`src/rtl/retstk_pkg.sv`:
```
package retstk_pkg;
    typedef enum logic [1:0] {
        ST_EMPTY   = 2'd0,
        ST_PARTIAL = 2'd1,
        ST_FULL    = 2'd2
    } occ_state_t;
endpackage

```
`src/rtl/retstk_ctrl.sv`:
```
module retstk_ctrl
    import retstk_pkg::*;
#(
    parameter int DEPTH = 8,
    localparam int PTRW = $clog2(DEPTH),
    localparam int CNTW = PTRW + 1
) (
    input  logic            clk,
    input  logic            rst_n,
    input  logic            call_i,
    input  logic            irq_push_i,
    input  logic            pop_i,
    output logic            wr_en_o,
    output logic [PTRW-1:0] wr_idx_o,
    output logic            rd_en_o,
    output logic [PTRW-1:0] rd_idx_o,
    output logic            irq_taken_o,
    output logic            full_nx_o,
    output logic            full_o,
    output logic            empty_o,
    output logic            underflow_o
);
    localparam logic [CNTW-1:0] CNT_MAX = CNTW'(DEPTH);
    localparam logic [CNTW-1:0] CNT_ONE = CNTW'(1);

    occ_state_t      state_q, state_n;
    logic [CNTW-1:0] cnt_q, cnt_a, cnt_n;
    logic [PTRW-1:0] wp_q, wp_a, wp_n;
    logic            pop_ok, full_a, push, undf_q;

    // pop is applied first, then the push
    always_comb begin
        pop_ok      = pop_i && (cnt_q != '0);
        cnt_a       = cnt_q - CNTW'(pop_ok);
        wp_a        = wp_q - PTRW'(pop_ok);
        full_a      = (cnt_a == CNT_MAX);
        irq_taken_o = irq_push_i && !full_a;
        push        = call_i || irq_taken_o;
        wp_n        = wp_a + PTRW'(push);
        if (push && !full_a) cnt_n = cnt_a + CNT_ONE;
        else                 cnt_n = cnt_a;
        wr_en_o  = push;
        wr_idx_o = wp_a;
        rd_en_o  = pop_i;
        rd_idx_o = wp_q - PTRW'(1);
    end

    // occupancy state transitions
    always_comb begin
        state_n = state_q;
        unique case (state_q)
            ST_EMPTY: begin
                if (push) state_n = ST_PARTIAL;            // first push
                else      state_n = ST_EMPTY;              // underflow pop / idle
            end
            ST_PARTIAL: begin
                if (pop_ok && !push && cnt_q == CNT_ONE)
                    state_n = ST_EMPTY;                    // last pop
                else if (push && !pop_ok && cnt_q == CNT_MAX - CNT_ONE)
                    state_n = ST_FULL;                     // filling push
                else
                    state_n = ST_PARTIAL;
            end
            ST_FULL: begin
                if (pop_ok && !push) state_n = ST_PARTIAL; // releasing pop
                else                 state_n = ST_FULL;    // overflow call / idle
            end
            default: state_n = ST_EMPTY;
        endcase
        full_nx_o = (state_n == ST_FULL);
    end

    // state register
    always_ff @(posedge clk) begin
        if (!rst_n) begin
            state_q <= ST_EMPTY;
            cnt_q   <= '0;
            wp_q    <= '0;
            undf_q  <= 1'b0;
        end else begin
            state_q <= state_n;
            cnt_q   <= cnt_n;
            wp_q    <= wp_n;
            undf_q  <= pop_i && (cnt_q == '0);
        end
    end

    // outputs
    always_comb begin
        full_o      = (state_q == ST_FULL);
        empty_o     = (state_q == ST_EMPTY);
        underflow_o = undf_q;
    end

    a_r7_overflow_stays_full: assert property (@(posedge clk) disable iff (!rst_n)
        (full_o && call_i && !pop_i) |=> full_o);
    a_r8_empty_pop_flags: assert property (@(posedge clk) disable iff (!rst_n)
        (empty_o && pop_i) |=> underflow_o);
    a_r8_empty_pop_keeps_ptr: assert property (@(posedge clk) disable iff (!rst_n)
        (empty_o && pop_i && !call_i && !irq_push_i) |=> (empty_o && $stable(wp_q)));
    a_r3_push_leaves_empty: assert property (@(posedge clk) disable iff (!rst_n)
        (call_i && !pop_i) |=> !empty_o);
    a_r6_irq_ignored_when_full: assert property (@(posedge clk) disable iff (!rst_n)
        (full_o && irq_push_i && !call_i && !pop_i) |=> ($stable(wp_q) && full_o));
    a_r3_flags_exclusive: assert property (@(posedge clk) disable iff (!rst_n)
        !(full_o && empty_o));
endmodule

```
`src/rtl/retstk_store.sv`:
```
module retstk_store #(
    parameter int DEPTH = 8,
    parameter int PCW   = 13,
    localparam int PTRW = $clog2(DEPTH)
) (
    input  logic            clk,
    input  logic            rst_n,
    input  logic            wr_en_i,
    input  logic [PTRW-1:0] wr_idx_i,
    input  logic [PCW-1:0]  wr_data_i,
    input  logic            rd_en_i,
    input  logic [PTRW-1:0] rd_idx_i,
    output logic [PCW-1:0]  rd_data_o
);
    logic [PCW-1:0] slot_q [DEPTH];
    logic [PCW-1:0] ret_q;

    for (genvar g = 0; g < DEPTH; g++) begin : g_slot
        always_ff @(posedge clk) begin
            if (!rst_n)
                slot_q[g] <= '0;
            else if (wr_en_i && wr_idx_i == PTRW'(g))
                slot_q[g] <= wr_data_i;
        end
    end

    // read sees the slot value from before this edge's write
    always_ff @(posedge clk) begin
        if (!rst_n)       ret_q <= '0;
        else if (rd_en_i) ret_q <= slot_q[rd_idx_i];
    end

    assign rd_data_o = ret_q;

    a_r1_ret_holds: assert property (@(posedge clk) disable iff (!rst_n)
        !rd_en_i |=> $stable(ret_q));
endmodule

```
`src/rtl/retstk_irq_gate.sv`:
```
module retstk_irq_gate (
    input  logic clk,
    input  logic rst_n,
    input  logic irq_req_i,
    input  logic irq_en_i,
    input  logic irq_taken_i,
    input  logic full_nx_i,
    output logic ack_ok_o
);
    logic pend_q, pend_n, ack_q;

    always_comb pend_n = (pend_q && !irq_taken_i) || irq_req_i;

    always_ff @(posedge clk) begin
        if (!rst_n) begin
            pend_q <= 1'b0;
            ack_q  <= 1'b0;
        end else begin
            pend_q <= pend_n;
            ack_q  <= pend_n && irq_en_i && !full_nx_i;
        end
    end

    assign ack_ok_o = ack_q;

    a_r5_pending_kept: assert property (@(posedge clk) disable iff (!rst_n)
        (pend_q && !irq_taken_i) |=> pend_q);
    a_r10_taken_clears: assert property (@(posedge clk) disable iff (!rst_n)
        (irq_taken_i && !irq_req_i) |=> !pend_q);
    a_r4_req_sets: assert property (@(posedge clk) disable iff (!rst_n)
        irq_req_i |=> pend_q);
endmodule

```
`src/rtl/retaddr_stack.sv`:
```
module retaddr_stack #(
    parameter int DEPTH = 8,
    parameter int PCW   = 13,
    localparam int PTRW = $clog2(DEPTH)
) (
    input  logic           clk,
    input  logic           rst_n,
    input  logic           push_call,
    input  logic           push_irq,
    input  logic           pop_req,
    input  logic [PCW-1:0] pc_in,
    input  logic           irq_req,
    input  logic           irq_en,
    output logic [PCW-1:0] ret_addr,
    output logic           full,
    output logic           empty,
    output logic           underflow,
    output logic           ack_ok
);
    logic            wr_en, rd_en, irq_taken, full_nx;
    logic [PTRW-1:0] wr_idx, rd_idx;

    retstk_ctrl #(.DEPTH(DEPTH)) u_ctrl (
        .clk         (clk),
        .rst_n       (rst_n),
        .call_i      (push_call),
        .irq_push_i  (push_irq),
        .pop_i       (pop_req),
        .wr_en_o     (wr_en),
        .wr_idx_o    (wr_idx),
        .rd_en_o     (rd_en),
        .rd_idx_o    (rd_idx),
        .irq_taken_o (irq_taken),
        .full_nx_o   (full_nx),
        .full_o      (full),
        .empty_o     (empty),
        .underflow_o (underflow)
    );

    retstk_store #(.DEPTH(DEPTH), .PCW(PCW)) u_store (
        .clk       (clk),
        .rst_n     (rst_n),
        .wr_en_i   (wr_en),
        .wr_idx_i  (wr_idx),
        .wr_data_i (pc_in),
        .rd_en_i   (rd_en),
        .rd_idx_i  (rd_idx),
        .rd_data_o (ret_addr)
    );

    retstk_irq_gate u_gate (
        .clk         (clk),
        .rst_n       (rst_n),
        .irq_req_i   (irq_req),
        .irq_en_i    (irq_en),
        .irq_taken_i (irq_taken),
        .full_nx_i   (full_nx),
        .ack_ok_o    (ack_ok)
    );

    a_r5_no_ack_when_full: assert property (@(posedge clk) disable iff (!rst_n)
        full |-> !ack_ok);
endmodule

```
`config.mk`:
```
export PLATFORM = sky130hd
export DESIGN_NAME = retaddr_stack
export DESIGN_NICKNAME = d
export VERILOG_FILES = /design/src/rtl/retstk_pkg.sv /design/src/rtl/retstk_ctrl.sv /design/src/rtl/retstk_store.sv /design/src/rtl/retstk_irq_gate.sv /design/src/rtl/retaddr_stack.sv
export SDC_FILE = /design/constraint.sdc
export NUM_CORES = 1
export LEC_CHECK = 0
export BUFFER_PORTS_ARGS = -buffer_cell sky130_fd_sc_hd__clkbuf_2
export CAP_MARGIN = 0
export CORE_MARGIN = 2
export CORE_UTILIZATION = 50
export DETAILED_ROUTE_END_ITERATION = 8
export HOLD_SLACK_MARGIN = 0.15
export PLACE_DENSITY = 0.73
export RECOVER_POWER = 50
export SETUP_SLACK_MARGIN = 0.02
export SLEW_MARGIN = 20
export SYNTH_ARGS = -nofsm -noshare
export SYNTH_HDL_FRONTEND = slang
export SYNTH_HIERARCHICAL = 1
export SYNTH_SLANG_ARGS = --single-unit
```
`constraint.sdc`:
```
create_clock -name clk -period 4.5 [get_ports clk]
set_input_delay 0.45 -clock clk [delete_from_list [all_inputs] [get_ports clk]]
set_output_delay 0.45 -clock clk [all_outputs]
set_load 0.01 [all_outputs]
```
Word level (Yosys, flattened, before mapping)
Memories as Yosys holds them, arrays and structs flattened. A register that Yosys moved wholly into a read port is not among the register bits.
Index checks and enable logic that the tools add are counted.
- logic and storage cells: 103
- memory bits (writable): 104
- register bits: 12
- input port bits: 20
- memories: 1
- muxes and demuxes: 39
- equality and inequality tests: 13
- add/sub/neg operators: 5
- bitwise logic cells: 8
- reductions and logical operators: 31
- memories (memory ; depth ; bits a word ; read ports ; clocked after memory_dff ; write ports ; RTL line ; source):
    u_store.slot_q ; 8 ; 13 ; 1 ; 1 ; 8 ; retstk_store.sv:15 ; logic [PCW-1:0] slot_q [DEPTH];
- operator list (operator ; count):
    $mux W13 ; 8
    $mux W1 ; 26
    $logic_and A1 B1 Y1 ; 19
    $eq A3 B3 Y1 const B ; 4
    $or A1 B1 Y1 ; 8
    $eq A3 B2 Y1 const B ; 2
    $logic_not A1 Y1 ; 6
    $mux W2 ; 3
    $pmux W2 S3 ; 1
    $add A4 B1 Y4 const B ; 1
    $eq A2 B2 Y1 const B ; 2
    $eq A4 B1 Y1 const B ; 1
    $eq A4 B3 Y1 const B ; 1
    $eq A4 B4 Y1 const B ; 1
    $logic_not A4 Y1 ; 1
    $mux W4 ; 1
    $reduce_bool A4 Y1 ; 1
    $sub A4 B1 Y4 ; 1
    $add A3 B1 Y3 ; 1
    $eq A3 B1 Y1 const B ; 1
    $logic_not A3 Y1 ; 1
    $sub A3 B1 Y3 ; 1
    $sub A3 B1 Y3 const B ; 1
    $eq A2 B1 Y1 const B ; 1
    other kinds (2) ; 3

Logic depth before layout (Yosys ltp)
- depth after elaboration: 15
- gate-level depth with buffers: 15
- mapped depth without buffers: 13

Modules after synthesis
The synthesis kept the hierarchy.
- modules (own cells, without submodules) (module ; cells an instance ; area each (sq um) ; seq. area each (sq um) ; instances):
    retstk_store ; 374 ; 5237.5 ; 3383.2 ; 1
    retstk_ctrl ; 84 ; 699.4 ; 200.2 ; 1
    retstk_irq_gate ; 6 ; 76.3 ; 40.0 ; 1

Worst setup path after synthesis
No wires, ideal clock.
- kind: flip-flop to flip-flop
- start: register u_ctrl.cnt_q[3]
- end: memory u_store.slot_q[4][0], enable pin
- stages on the path, launching flop included: 14
- data arrival time: 3.605 ns
- slack: 0.491 ns
- path buffers: 2
- required time: 4.096 ns
- cell sequence: dfxtp_1 > buf_6 > o41ai_1 > inv_1 > ha_1 > ha_1 > ha_1 > nand3b_1 > o21ai_1 > a31oi_1 > or2_0 > buf_2 > nand2_1 > o31ai_1
- RTL lines (what ; RTL line ; source):
    start, declared ; retstk_ctrl.sv:27 ; logic [CNTW-1:0] cnt_q, cnt_a, cnt_n;
    start signal, assigned ; retstk_ctrl.sv:82 ; cnt_q <= cnt_n;
    end, declared ; retstk_store.sv:15 ;

==> metrics <==
Achievable Freq=231.0 MHz; Setup Viol. Count Final=0; total CTS buffers=17; DP Wirelength=8493 um; WP buf/inv=2; Crit path largest cell delay=670 ps; initial antenna violation count=0; register area share after synthesis=60.26%; fraction of registers with async set/reset=0%; kind of end point of the critical path=register; hold crit path type=primary input to register; Post-synth EDFFs=104; htree depth=4; gr usage total=21.64%; clock latency on the worst-skew pair=410 ps; flops & latches, synth=129; row count=40; via count=3847; TritonRoute pass-1 iters=6; ys flop type=edfxtp_1; total gr overflow=0; Clock Sinks=129; worst slack at placement=238.4 ps; Synth area leader=edfxtp_1; Synth Warn #=6; Initial Utilization=50.70%; Cell Pwr Density=699.0 nW/um^2; CP required=4780 ps; worst path cell trace=o41ai_1 -> inv_1 -> ha_1 -> ha_1 -> ha_1 -> nand3b_1 -> o21ai_1 -> a31oi_1 -> or2_0 -> nand3b_1 -> nor3_1 -> clkbuf_1 -> and2_0; Worst-path clk slew=60 ps; FF-to-FF Start=u_ctrl/cnt_q[1]; top-area cell type share of the netlist area=51.94%; Synth cell types=45; HP Start=irq_req; final setup margin=171.2 ps; Worst slew margin=-4.967%; RSZ-0062 raised after global routing=true; crit path DAT=4610 ps; Fill cells=933; first-pass GRT wire length=20660 um; DR WL/cell=19.50 um; Mapped Area=6013 sq um; CTS tree=built; number of port buffers=36; Clock Path Buffers=2; Min Hold Slack=260.9 ps; Iteration-0 DRC Markers=317; Critical Path Slowest Stage Cell=o41ai_1; top-count cell post-synth=and2_1; top post-synthesis cells by count=and2_1, edfxtp_1, mux2_2, mux2i_1, dfxtp_1; Max Cap Viol=1; Antenna Cells=0; vias in the first global route=3929; LEAKAGE=2.755 nW; Clock Skew=8.990 ps; final std cells w/o fill=675; cell count after synthesis=464; worst slew pin tran=1575 ps; syn avg cell area=12.96 sq um; Peak supply drop=0.0004177 V; chip width=113.7 um; most frequent CP cell=ha_1; startpoint class of the critical path=register; vias per cell=5.699; status=finished with violations; max-slew violation count=53; placed cells=643; net count after synthesis=493; maximum number of pins on one net before global-route repair=53; CTS Root Cell=clkbuf_16; top post-synthesis cells by area=edfxtp_1, and2_1, dfxtp_1, mux2_2, mux2i_1; drc violations=0; Placed Instance Area=6351 sq um; Placer Congestion=0.9198; failing checks=capacitance limit, slew limit; final WL=13160 um; layout cell share with drive strength beyond 1=18.94%; Finished Cell Area=6903 sq um; Final Hold Vio Count=0; remaining antenna violation count after routing=0; min Tclk post-route=4329 ps; cell family with most CP delay=simple AND/OR/NAND/NOR gates; Core Region=11860 sq um; critical path peak fanout=13; WS Path Type=register to register; die footprint=12920 sq um; P&R area growth vs syn=14.79%; Die Ht=113.7 um; Nets=544; critical path startpoint=u_ctrl/cnt_q[1]; fin crit share=96.19%; # IOs=37
-- cells in the final DEF, fill, tap and decap left out, drive strengths merged, types with 3 or more instances in the layout --
cell type	n
and2	106
edfxtp	104
clkbuf	66
mux2i	26
mux2	26
dfxtp	25
o21ai	22
nor2	16
inv	14
buf	13
a21oi	13
o22ai	9
ha	9
a221o	7
clkinv	7
nand2	6
nand2b	6
a22oi	6
o221ai	6
xor2	4
xnor2	4
nor2b	4
nor3	4
clkinvlp	3
o31ai	3
-- sequential cells by signal, summed over array words and instances, names as in the netlist --
signal / cells
u_ctrl/underflow_o: 1
u_ctrl/wp_q: 3
u_gate/pend_q: 1
u_store/slot_q: 104
u_gate/ack_ok_o: 1
u_store/rd_data_o: 13
u_ctrl/cnt_q: 4
u_ctrl/state_q: 2
-- report_power, final --
group	internal (mW)	switching [mW]	leakage, nW
clock network	0.840	0.506	0.285
registers	1.69	0.118	1.29
logic	0.664	1.01	1.18
-- logic make-up (layout without fill, tap and decap cells) --
family                   Yosys count  in the layout  share of synthesized area (%)
adder cells (fa/ha/maj)            9              9                          1.873
AO/OA/AOI/OAI                     74             74                          8.219
buffers and inverters             40            104                          4.224
AND/OR/NAND/NOR                  152            152                          15.06
multiplexers                      52             52                          9.197
XOR/XNOR                           8              8                          1.165
flip-flops                       129            129                          60.26
-- layout make-up --
cell class | instances | area (sq um) | area share (%)
Multi-Input combinational cell | 295 | 2153 | 31.19
Inverter | 14 | 52.55 | 0.7613
Tap cell | 147 | 183.9 | 2.664
Clock buffer | 21 | 493.0 | 7.142
Clock inverter | 11 | 102.6 | 1.486
Timing Repair Buffer | 58 | 294.0 | 4.260
Sequential cell | 129 | 3623 | 52.49
-- metrics by stage --
| step | total power, mW | utilization, % | TNS [ps] |
|---|---|---|---|
| after floorplan | 3.042 | - | 0 |
| after global placement | 3.441 | 53.54 | 0 |
| after detailed placement | 3.487 | 53.54 | 0 |
| after CTS | 4.842 | 58.57 | 0 |
| after global routing | 5.072 | 58.20 | -3.704 |
| final | 4.825 | 58.20 | 0 |
-- what timing repair did --
action / 4_1_cts / 5_1_grt
resized for setup: 0 / 1
buffers inserted: 0 / 0
hold buffers: 0 / 0
endpoints found under the setup margin: 0 / 7
-- layer usage --
metal / routed length (um) / part of all wire [%] / GRT usage (%)
met1: 5477 / 42 / 26.78
met2: 6558 / 50 / 35.85
met3: 826 / 6.3 / 6.748
met4: 301 / 2.3 / 8.130
met5: 0 / 0 / 0
-- worst paths after layout --
check                                            end  slack (ps)  cells after the start
worst max-delay path            u_store/slot_q[0][3]         170                     13
worst min-delay path                   u_gate/pend_q         260                      2
worst max register to register  u_store/slot_q[0][3]         170                     13
worst min register to register    u_ctrl/underflow_o         460                      1
Note: power is estimated with default switching activity, not from simulation.
